==> config.mk <==
export PLATFORM = sky130hd
export DESIGN_NAME = cardStrobeSeq
export DESIGN_NICKNAME = d
export VERILOG_FILES = /design/src/rtl/cardSeqPkg.sv /design/src/rtl/cardSeqCtrl.sv /design/src/rtl/cardSeqPath.sv /design/src/rtl/cardStrobeSeq.sv
export SDC_FILE = /design/constraint.sdc
export NUM_CORES = 1
export LEC_CHECK = 0
export BUFFER_PORTS_ARGS = -buffer_cell sky130_fd_sc_hd__buf_2
export CAP_MARGIN = 10
export CORE_MARGIN = 2
export CORE_UTILIZATION = 52
export CTS_CLUSTER_DIAMETER = 80
export DETAILED_ROUTE_END_ITERATION = 10
export PLACE_DENSITY_LB_ADDON = 0.12
export SETUP_SLACK_MARGIN = 0.5
export SYNTH_ARGS = -nofsm -noshare
export SYNTH_HDL_FRONTEND = slang
export SYNTH_SLANG_ARGS = --single-unit
==> constraint.sdc <==
create_clock -name clk -period 2.3 [get_ports clk]
set_input_delay 0.345 -clock clk [delete_from_list [all_inputs] [get_ports clk]]
set_output_delay 0.345 -clock clk [all_outputs]
set_load 0.01 [all_outputs]
==> src/rtl/cardSeqPkg.sv <==
package cardSeqPkg;

  typedef enum logic [2:0] {
    PH_IDLE,
    PH_SETUP,
    PH_STROBE,
    PH_HOLD,
    PH_FINISH
  } phase_t;

  // strobes from control to datapath
  typedef struct packed {
    logic load;
    logic ceOn;
    logic stbOn;
    logic doneOn;
  } seqStb_t;

  typedef struct packed {
    logic hit;
    logic sockB;
    logic ioWin;
  } winDec_t;

  // addrTop = physical address bits 28..25
  function automatic winDec_t decodeWin(input logic [3:0] addrTop);
    winDec_t d;
    d.hit   = 1'b0;
    d.sockB = 1'b0;
    d.ioWin = 1'b0;
    if (addrTop[3:1] == 3'b101 && !addrTop[0]) begin
      d.hit = 1'b1;
    end else if (addrTop[3:1] == 3'b110) begin
      d.hit   = 1'b1;
      d.sockB = 1'b1;
      d.ioWin = addrTop[0];
    end
    return d;
  endfunction

endpackage

==> src/rtl/cardSeqCtrl.sv <==
module cardSeqCtrl
  import cardSeqPkg::*;
#(
  parameter int SEL_W    = 2,
  parameter int WAIT_W   = 4,
  parameter int MAX_WAIT = 10
) (
  input  logic              clk,
  input  logic              rstN,
  input  logic              halfTick,
  input  logic              reqValid,
  input  logic              reqHit,
  input  logic [SEL_W-1:0]  setupSel,
  input  logic [SEL_W-1:0]  holdSel,
  input  logic [WAIT_W-1:0] waitCnt,
  input  logic              waitIn,
  output seqStb_t           stb
);

  localparam int STB_MAX_HT = 2 * (MAX_WAIT + 1);
  localparam int CNT_W      = $clog2(STB_MAX_HT) + 1;
  localparam int SEL_MAX_HT = 2 * ((1 << SEL_W) - 1);

  phase_t            phase;
  logic [CNT_W-1:0]  cnt;
  logic [CNT_W-1:0]  stbLastQ;
  logic [CNT_W-1:0]  holdLastQ;
  logic [WAIT_W-1:0] waitEff;
  logic              accept;

  assign waitEff = (waitCnt > WAIT_W'(MAX_WAIT)) ? WAIT_W'(MAX_WAIT) : waitCnt;
  assign accept  = (phase == PH_IDLE) && reqValid && reqHit && halfTick;

  always_ff @(posedge clk) begin
    if (!rstN) begin
      phase     <= PH_IDLE;
      cnt       <= '0;
      stbLastQ  <= '0;
      holdLastQ <= '0;
    end else begin
      case (phase)
        PH_IDLE: begin
          if (accept) begin
            phase     <= PH_SETUP;
            cnt       <= CNT_W'({setupSel, 1'b0});
            stbLastQ  <= CNT_W'({waitEff, 1'b1});
            holdLastQ <= CNT_W'({holdSel, 1'b0});
          end
        end
        PH_SETUP: begin
          if (halfTick) begin
            if (cnt != '0) cnt <= cnt - 1'b1;
            else begin
              phase <= PH_STROBE;
              cnt   <= stbLastQ;
            end
          end
        end
        PH_STROBE: begin
          if (halfTick) begin
            if (cnt != '0) cnt <= cnt - 1'b1;
            else if (!waitIn) begin
              phase <= PH_HOLD;
              cnt   <= holdLastQ;
            end
          end
        end
        PH_HOLD: begin
          if (halfTick) begin
            if (cnt != '0) cnt <= cnt - 1'b1;
            else phase <= PH_FINISH;
          end
        end
        default: phase <= PH_IDLE;
      endcase
    end
  end

  always_comb begin
    stb.load   = accept;
    stb.ceOn   = (phase == PH_SETUP) || (phase == PH_STROBE) || (phase == PH_HOLD);
    stb.stbOn  = (phase == PH_STROBE);
    stb.doneOn = (phase == PH_FINISH);
  end

  AST_SETUP_CNT_RANGE: assert property (@(posedge clk) disable iff (!rstN)
    (phase != PH_STROBE) |-> (cnt <= CNT_W'(SEL_MAX_HT)));
  AST_STB_CNT_RANGE: assert property (@(posedge clk) disable iff (!rstN)
    (phase == PH_STROBE) |-> (cnt < CNT_W'(STB_MAX_HT)));
  AST_WAIT_HOLDS: assert property (@(posedge clk) disable iff (!rstN)
    (phase == PH_STROBE && cnt == '0 && waitIn) |=> (phase == PH_STROBE));
  AST_TICK_GATES: assert property (@(posedge clk) disable iff (!rstN)
    (!halfTick && phase != PH_FINISH) |=> $stable(phase));
  AST_NO_ACCEPT_BUSY: assert property (@(posedge clk) disable iff (!rstN)
    (phase == PH_FINISH) |=> (phase == PH_IDLE));

endmodule

==> src/rtl/cardSeqPath.sv <==
module cardSeqPath
  import cardSeqPkg::*;
(
  input  logic    clk,
  input  logic    rstN,
  input  seqStb_t stb,
  input  winDec_t dec,
  input  logic    reqWrite,
  input  logic    reqWord,
  output logic    cardEn1A,
  output logic    cardEn2A,
  output logic    cardEn1B,
  output logic    cardEn2B,
  output logic    rdStb,
  output logic    wrStb,
  output logic    ioRdStb,
  output logic    ioWrStb,
  output logic    done
);

  logic sockBQ, ioWinQ, writeQ, wordQ;

  always_ff @(posedge clk) begin
    if (!rstN) begin
      sockBQ <= 1'b0;
      ioWinQ <= 1'b0;
      writeQ <= 1'b0;
      wordQ  <= 1'b0;
    end else if (stb.load) begin
      sockBQ <= dec.sockB;
      ioWinQ <= dec.ioWin;
      writeQ <= reqWrite;
      wordQ  <= reqWord;
    end
  end

  always_comb begin
    cardEn1A = stb.ceOn && !sockBQ;
    cardEn2A = stb.ceOn && !sockBQ && wordQ;
    cardEn1B = stb.ceOn && sockBQ;
    cardEn2B = stb.ceOn && sockBQ && wordQ;
    rdStb    = stb.stbOn && !ioWinQ && !writeQ;
    wrStb    = stb.stbOn && !ioWinQ && writeQ;
    ioRdStb  = stb.stbOn && ioWinQ && !writeQ;
    ioWrStb  = stb.stbOn && ioWinQ && writeQ;
    done     = stb.doneOn;
  end

  AST_ONE_STROBE: assert property (@(posedge clk) disable iff (!rstN)
    $onehot0({rdStb, wrStb, ioRdStb, ioWrStb}));
  AST_STB_IN_CE: assert property (@(posedge clk) disable iff (!rstN)
    (rdStb || wrStb || ioRdStb || ioWrStb) |-> (cardEn1A || cardEn1B));
  AST_CE2_WITH_CE1: assert property (@(posedge clk) disable iff (!rstN)
    (cardEn2A || cardEn2B) |-> (cardEn1A || cardEn1B));
  AST_SOCKETS_EXCL: assert property (@(posedge clk) disable iff (!rstN)
    !(cardEn1A && cardEn1B));
  AST_DONE_QUIET: assert property (@(posedge clk) disable iff (!rstN)
    done |-> !(cardEn1A || cardEn1B));
  AST_DONE_PULSE: assert property (@(posedge clk) disable iff (!rstN)
    done |=> !done);

endmodule

==> src/rtl/cardStrobeSeq.sv <==
module cardStrobeSeq
  import cardSeqPkg::*;
#(
  parameter int SEL_W    = 2,
  parameter int WAIT_W   = 4,
  parameter int MAX_WAIT = 10
) (
  input  logic              clk,
  input  logic              rstN,
  input  logic              halfTick,
  input  logic              reqValid,
  input  logic [3:0]        reqAddrTop,
  input  logic              reqWrite,
  input  logic              reqWord,
  input  logic [SEL_W-1:0]  setupSel,
  input  logic [SEL_W-1:0]  holdSel,
  input  logic [WAIT_W-1:0] waitCnt,
  input  logic              waitIn,
  output logic              cardEn1A,
  output logic              cardEn2A,
  output logic              cardEn1B,
  output logic              cardEn2B,
  output logic              rdStb,
  output logic              wrStb,
  output logic              ioRdStb,
  output logic              ioWrStb,
  output logic              done
);

  winDec_t dec;
  seqStb_t stb;

  assign dec = decodeWin(reqAddrTop);

  cardSeqCtrl #(.SEL_W(SEL_W), .WAIT_W(WAIT_W), .MAX_WAIT(MAX_WAIT)) u_ctrl (
    .clk      (clk),
    .rstN     (rstN),
    .halfTick (halfTick),
    .reqValid (reqValid),
    .reqHit   (dec.hit),
    .setupSel (setupSel),
    .holdSel  (holdSel),
    .waitCnt  (waitCnt),
    .waitIn   (waitIn),
    .stb      (stb)
  );

  cardSeqPath u_path (
    .clk      (clk),
    .rstN     (rstN),
    .stb      (stb),
    .dec      (dec),
    .reqWrite (reqWrite),
    .reqWord  (reqWord),
    .cardEn1A (cardEn1A),
    .cardEn2A (cardEn2A),
    .cardEn1B (cardEn1B),
    .cardEn2B (cardEn2B),
    .rdStb    (rdStb),
    .wrStb    (wrStb),
    .ioRdStb  (ioRdStb),
    .ioWrStb  (ioWrStb),
    .done     (done)
  );

endmodule

==> impl_metrics.py <==
metrics = {
    "run_status": {
        "status": "completed",
    },
    "synthesis": {
        "ys_ff_latch": 20,
        "syn_avg_cell_area_um2": 7.58,
        "synth_warnings": 0,
        "ys_types": 43,
        "syn_nets": 173,
        "yosysSeqAreaShare_pct": 34.5,
        "synthFlopType": "dfxtp_1",
        "syn_area_um2": 1160,
        "syn_inst": 153,
        "synth-edff-count": 0,
        "synth_top_cell_by_area": "dfxtp_1",
        "synth_top_area_share_pct": 34.5,
        "netlist_top_cells_area": "dfxtp_1 35%, nor2_1 7.4%, mux2i_1 5.2%",
        "synth_async_sr_flop_share_pct": 0,
    },
    "routing": {
        "wl_per_cell_um": 12.9,
        "drc": 0,
        "drtAntennaViolNets": 0,
        "via_per_inst": 5.66,
        "vias": 1183,
        "drt_iter0_drc": 25,
        "drt_wl_total_um": 2690,
        "first_pass_iters": 4,
    },
    "cts": {
        "htree_levels": 1,
        "clk_latency_ns": 0.31,
        "hold_buffers": 0,
        "tritoncts": "done",
        "numCtsBuffers": 3,
        "clockBufferDepth": 2,
        "cts_root_buffer": "clkbuf_4",
        "clk_pin_slew_ns": 0.11,
        "cts_sinks": 20,
    },
    "final_layout": {
        "fillers": 222,
        "stdcell_area_um2": 1400,
        "area_delta_synth_final_pct": 21.0,
        "final_nets": 203,
        "drive_gt1_share_pct": 27.1,
        "num_antenna_cells": 0,
    },
    "min_path": {
        "hold_path.class": "in -> reg",
        "min_to": "u_path.sockBQ",
        "holdPathStages": 2,
        "min_from": "reqAddrTop[1]",
    },
    "timing": {
        "period_minus_slack_ns": 1.76,
        "rsz0062_at_grt": "true",
        "tns_ns": 0,
        "slew_headroom_pct": 66.8,
        "maxSlewViolCount": 0,
        "tightest_slew_ns": 0.498,
        "fin_crit_sh_pct": 76.4,
        "finalHoldViolations": 0,
        "finClkSkew_ns": 0.0101,
        "setup_viol": 0,
        "fmax_mhz": 569,
    },
    "grt": {
        "grtUsageTotal_pct": 22.2,
        "gr-total-overflow": 0,
        "grt_pass1_vias": 995,
        "antenna_found_initial": 0,
        "grt_start_max_net_pins": 16,
        "grt_pass1_wl_um": 4370,
    },
    "floorplanning": {
        "dieHeight_um": 51.2,
        "io-pin-count": 28,
        "die_w_um": 51.2,
        "die_area_um2": 2620,
        "core_um2": 2170,
        "rows": 17,
        "start_util_pct": 53.5,
    },
    "worst_setup_path": {
        "crit_required_ns": 2.55,
        "reg2reg_depth": 5,
        "cp-end-kind": "flip-flop",
        "r2r_setup_slack_ns": 0.54,
        "startpoint_type": "flip-flop",
        "cp_max_fo": 13,
        "critPathKind": "reg -> reg",
        "r2r_start": "u_ctrl.phase[0]",
        "r2r_end": "u_ctrl.phase[0]",
        "crit_arrival_ns": 2.00,
    },
    "power_and_ir_drop": {
        "power_mw": 0.687,
        "p_per_area_nw_per_um2": 489,
        "irDropWorstVdd_mv": 0.390,
        "leakagePower_nw": 0.596,
    },
    "place": {
        "gp_congestion": 0.888,
        "dp_hpwl_um": 2050,
        "port_buffers": 27,
        "dpl_cell_area_um2": 1330,
    },
    "job": {
        "cap_violations": 0,
    },
}
cell type report:
class / instances / area, um^2 / area share (%)
inverter: 11 / 41.3 / 2.94
multi-input combinational: 115 / 726 / 51.7
clock buffer: 3 / 22.5 / 1.60
tap: 28 / 35.0 / 2.50
timing repair buffer: 32 / 176 / 12.6
sequential: 20 / 403 / 28.7
routing by layer:
metal | track usage [%] | up-vias | routed length (um)
li1 | - | 600 | -
met1 | 29.4 | 543 | 1260
met2 | 35.9 | 37 | 1250
met3 | 2.63 | 3 | 147
met4 | 10.5 | 0 | 32
met5 | 0 | - | 0
flip-flops by register name (all words and copies together), names as in the netlist:
signal            flops
u_ctrl.cnt            6
u_ctrl.holdLastQ      2
u_ctrl.phase          3
u_ctrl.stbLastQ       5
u_path.ioWinQ         1
u_path.sockBQ         1
u_path.wordQ          1
u_path.writeQ         1
cell usage after synthesis (2+ instances only):
library cell	n
nand3_1	5
nand2_1	12
o22a_1	2
and2_1	3
inv_1	11
buf_2	3
a21o_1	2
nor3_1	5
a31oi_1	3
a21oi_1	11
nor2b_1	2
a211oi_1	5
nor2_1	23
mux2i_1	6
clkbuf_1	3
dfxtp_1	20
nand2b_1	3
o21ai_0	7
o31ai_1	3
where the power goes:
| group | switching (mW) | internal [mW] | total, mW | leakage, nW |
|---|---|---|---|---|
| registers | 0.00712 | 0.356 | 0.363 | 0.163 |
| clock network | 0.105 | 0.0612 | 0.166 | 0.0138 |
| logic | 0.0907 | 0.0667 | 0.157 | 0.419 |
worst max path at each step:
stage | startpoint | to | slack (ns) | cells after the start
final | u_ctrl.phase[0] | u_ctrl.phase[0] | 0.54 | 5
after CTS | u_ctrl.phase[0] | u_ctrl.stbLastQ[3] | 0.51 | 7
after global placement | reqAddrTop[2] | u_ctrl.cnt[5] | 0.44 | 6
after detailed placement | u_ctrl.cnt[0] | u_ctrl.cnt[2] | 0.33 | 8
after global routing | u_ctrl.phase[0] | u_ctrl.phase[0] | 0.49 | 5
after floorplan | u_ctrl.cnt[0] | u_ctrl.phase[1] | 0.58 | 9
critical path, cell delays in order (launching register included):
cell and delay [ns]:
dfxtp_1 0.33, buf_4 0.17, or3_4 0.40, a211o_1 0.27, a2111o_1 0.41, a21oi_1 0.11
cell usage in the layout, fill, tap and decap left out, types with 4 or more instances in the layout:
cell and count:
buf_2 27, nor2_1 22, dfxtp_1 18, nand2_1 12, inv_1 11, a21oi_1 10, o21ai_0 7, mux2i_1 6
nor3_1 5, nand3_1 5, a211oi_1 4, buf_4 4
timing repair:
| item | 4_1_cts | 5_1_grt |
|---|---|---|
| endpoints found under the setup margin | 8 | 10 |
| setup buffers | 0 | 1 |
| pin swaps | 0 | 1 |
| resized for setup | 5 | 9 |
cell families (layout without fill, tap and decap cells):
family                   after synthesis  count (layout)  synth area share [%]
buffers and inverters                 18              46                  6.80
AND/OR/NAND/NOR                       62              62                  25.9
multiplexers                           6               6                  5.18
adder cells (fa/ha/maj)                1               1                  1.08
AO/OA/AOI/OAI                         45              45                  25.8
XOR/XNOR                               1               1                 0.755
flip-flops                            20              20                  34.5
through the flow:
stage | util (%) | setup slack (ns) | cells | hold WS [ns]
after floorplan | - | 0.584 | 153 | 0.426
after global routing | 64.7 | 0.493 | 209 | 0.277
after global placement | 61.1 | 0.442 | 205 | 0.442
final | 64.7 | 0.543 | 209 | 0.255
after CTS | 62.7 | 0.509 | 208 | 0.255
after detailed placement | 61.1 | 0.329 | 205 | 0.459
No activity file was read; power rests on OpenSTA's default activity.
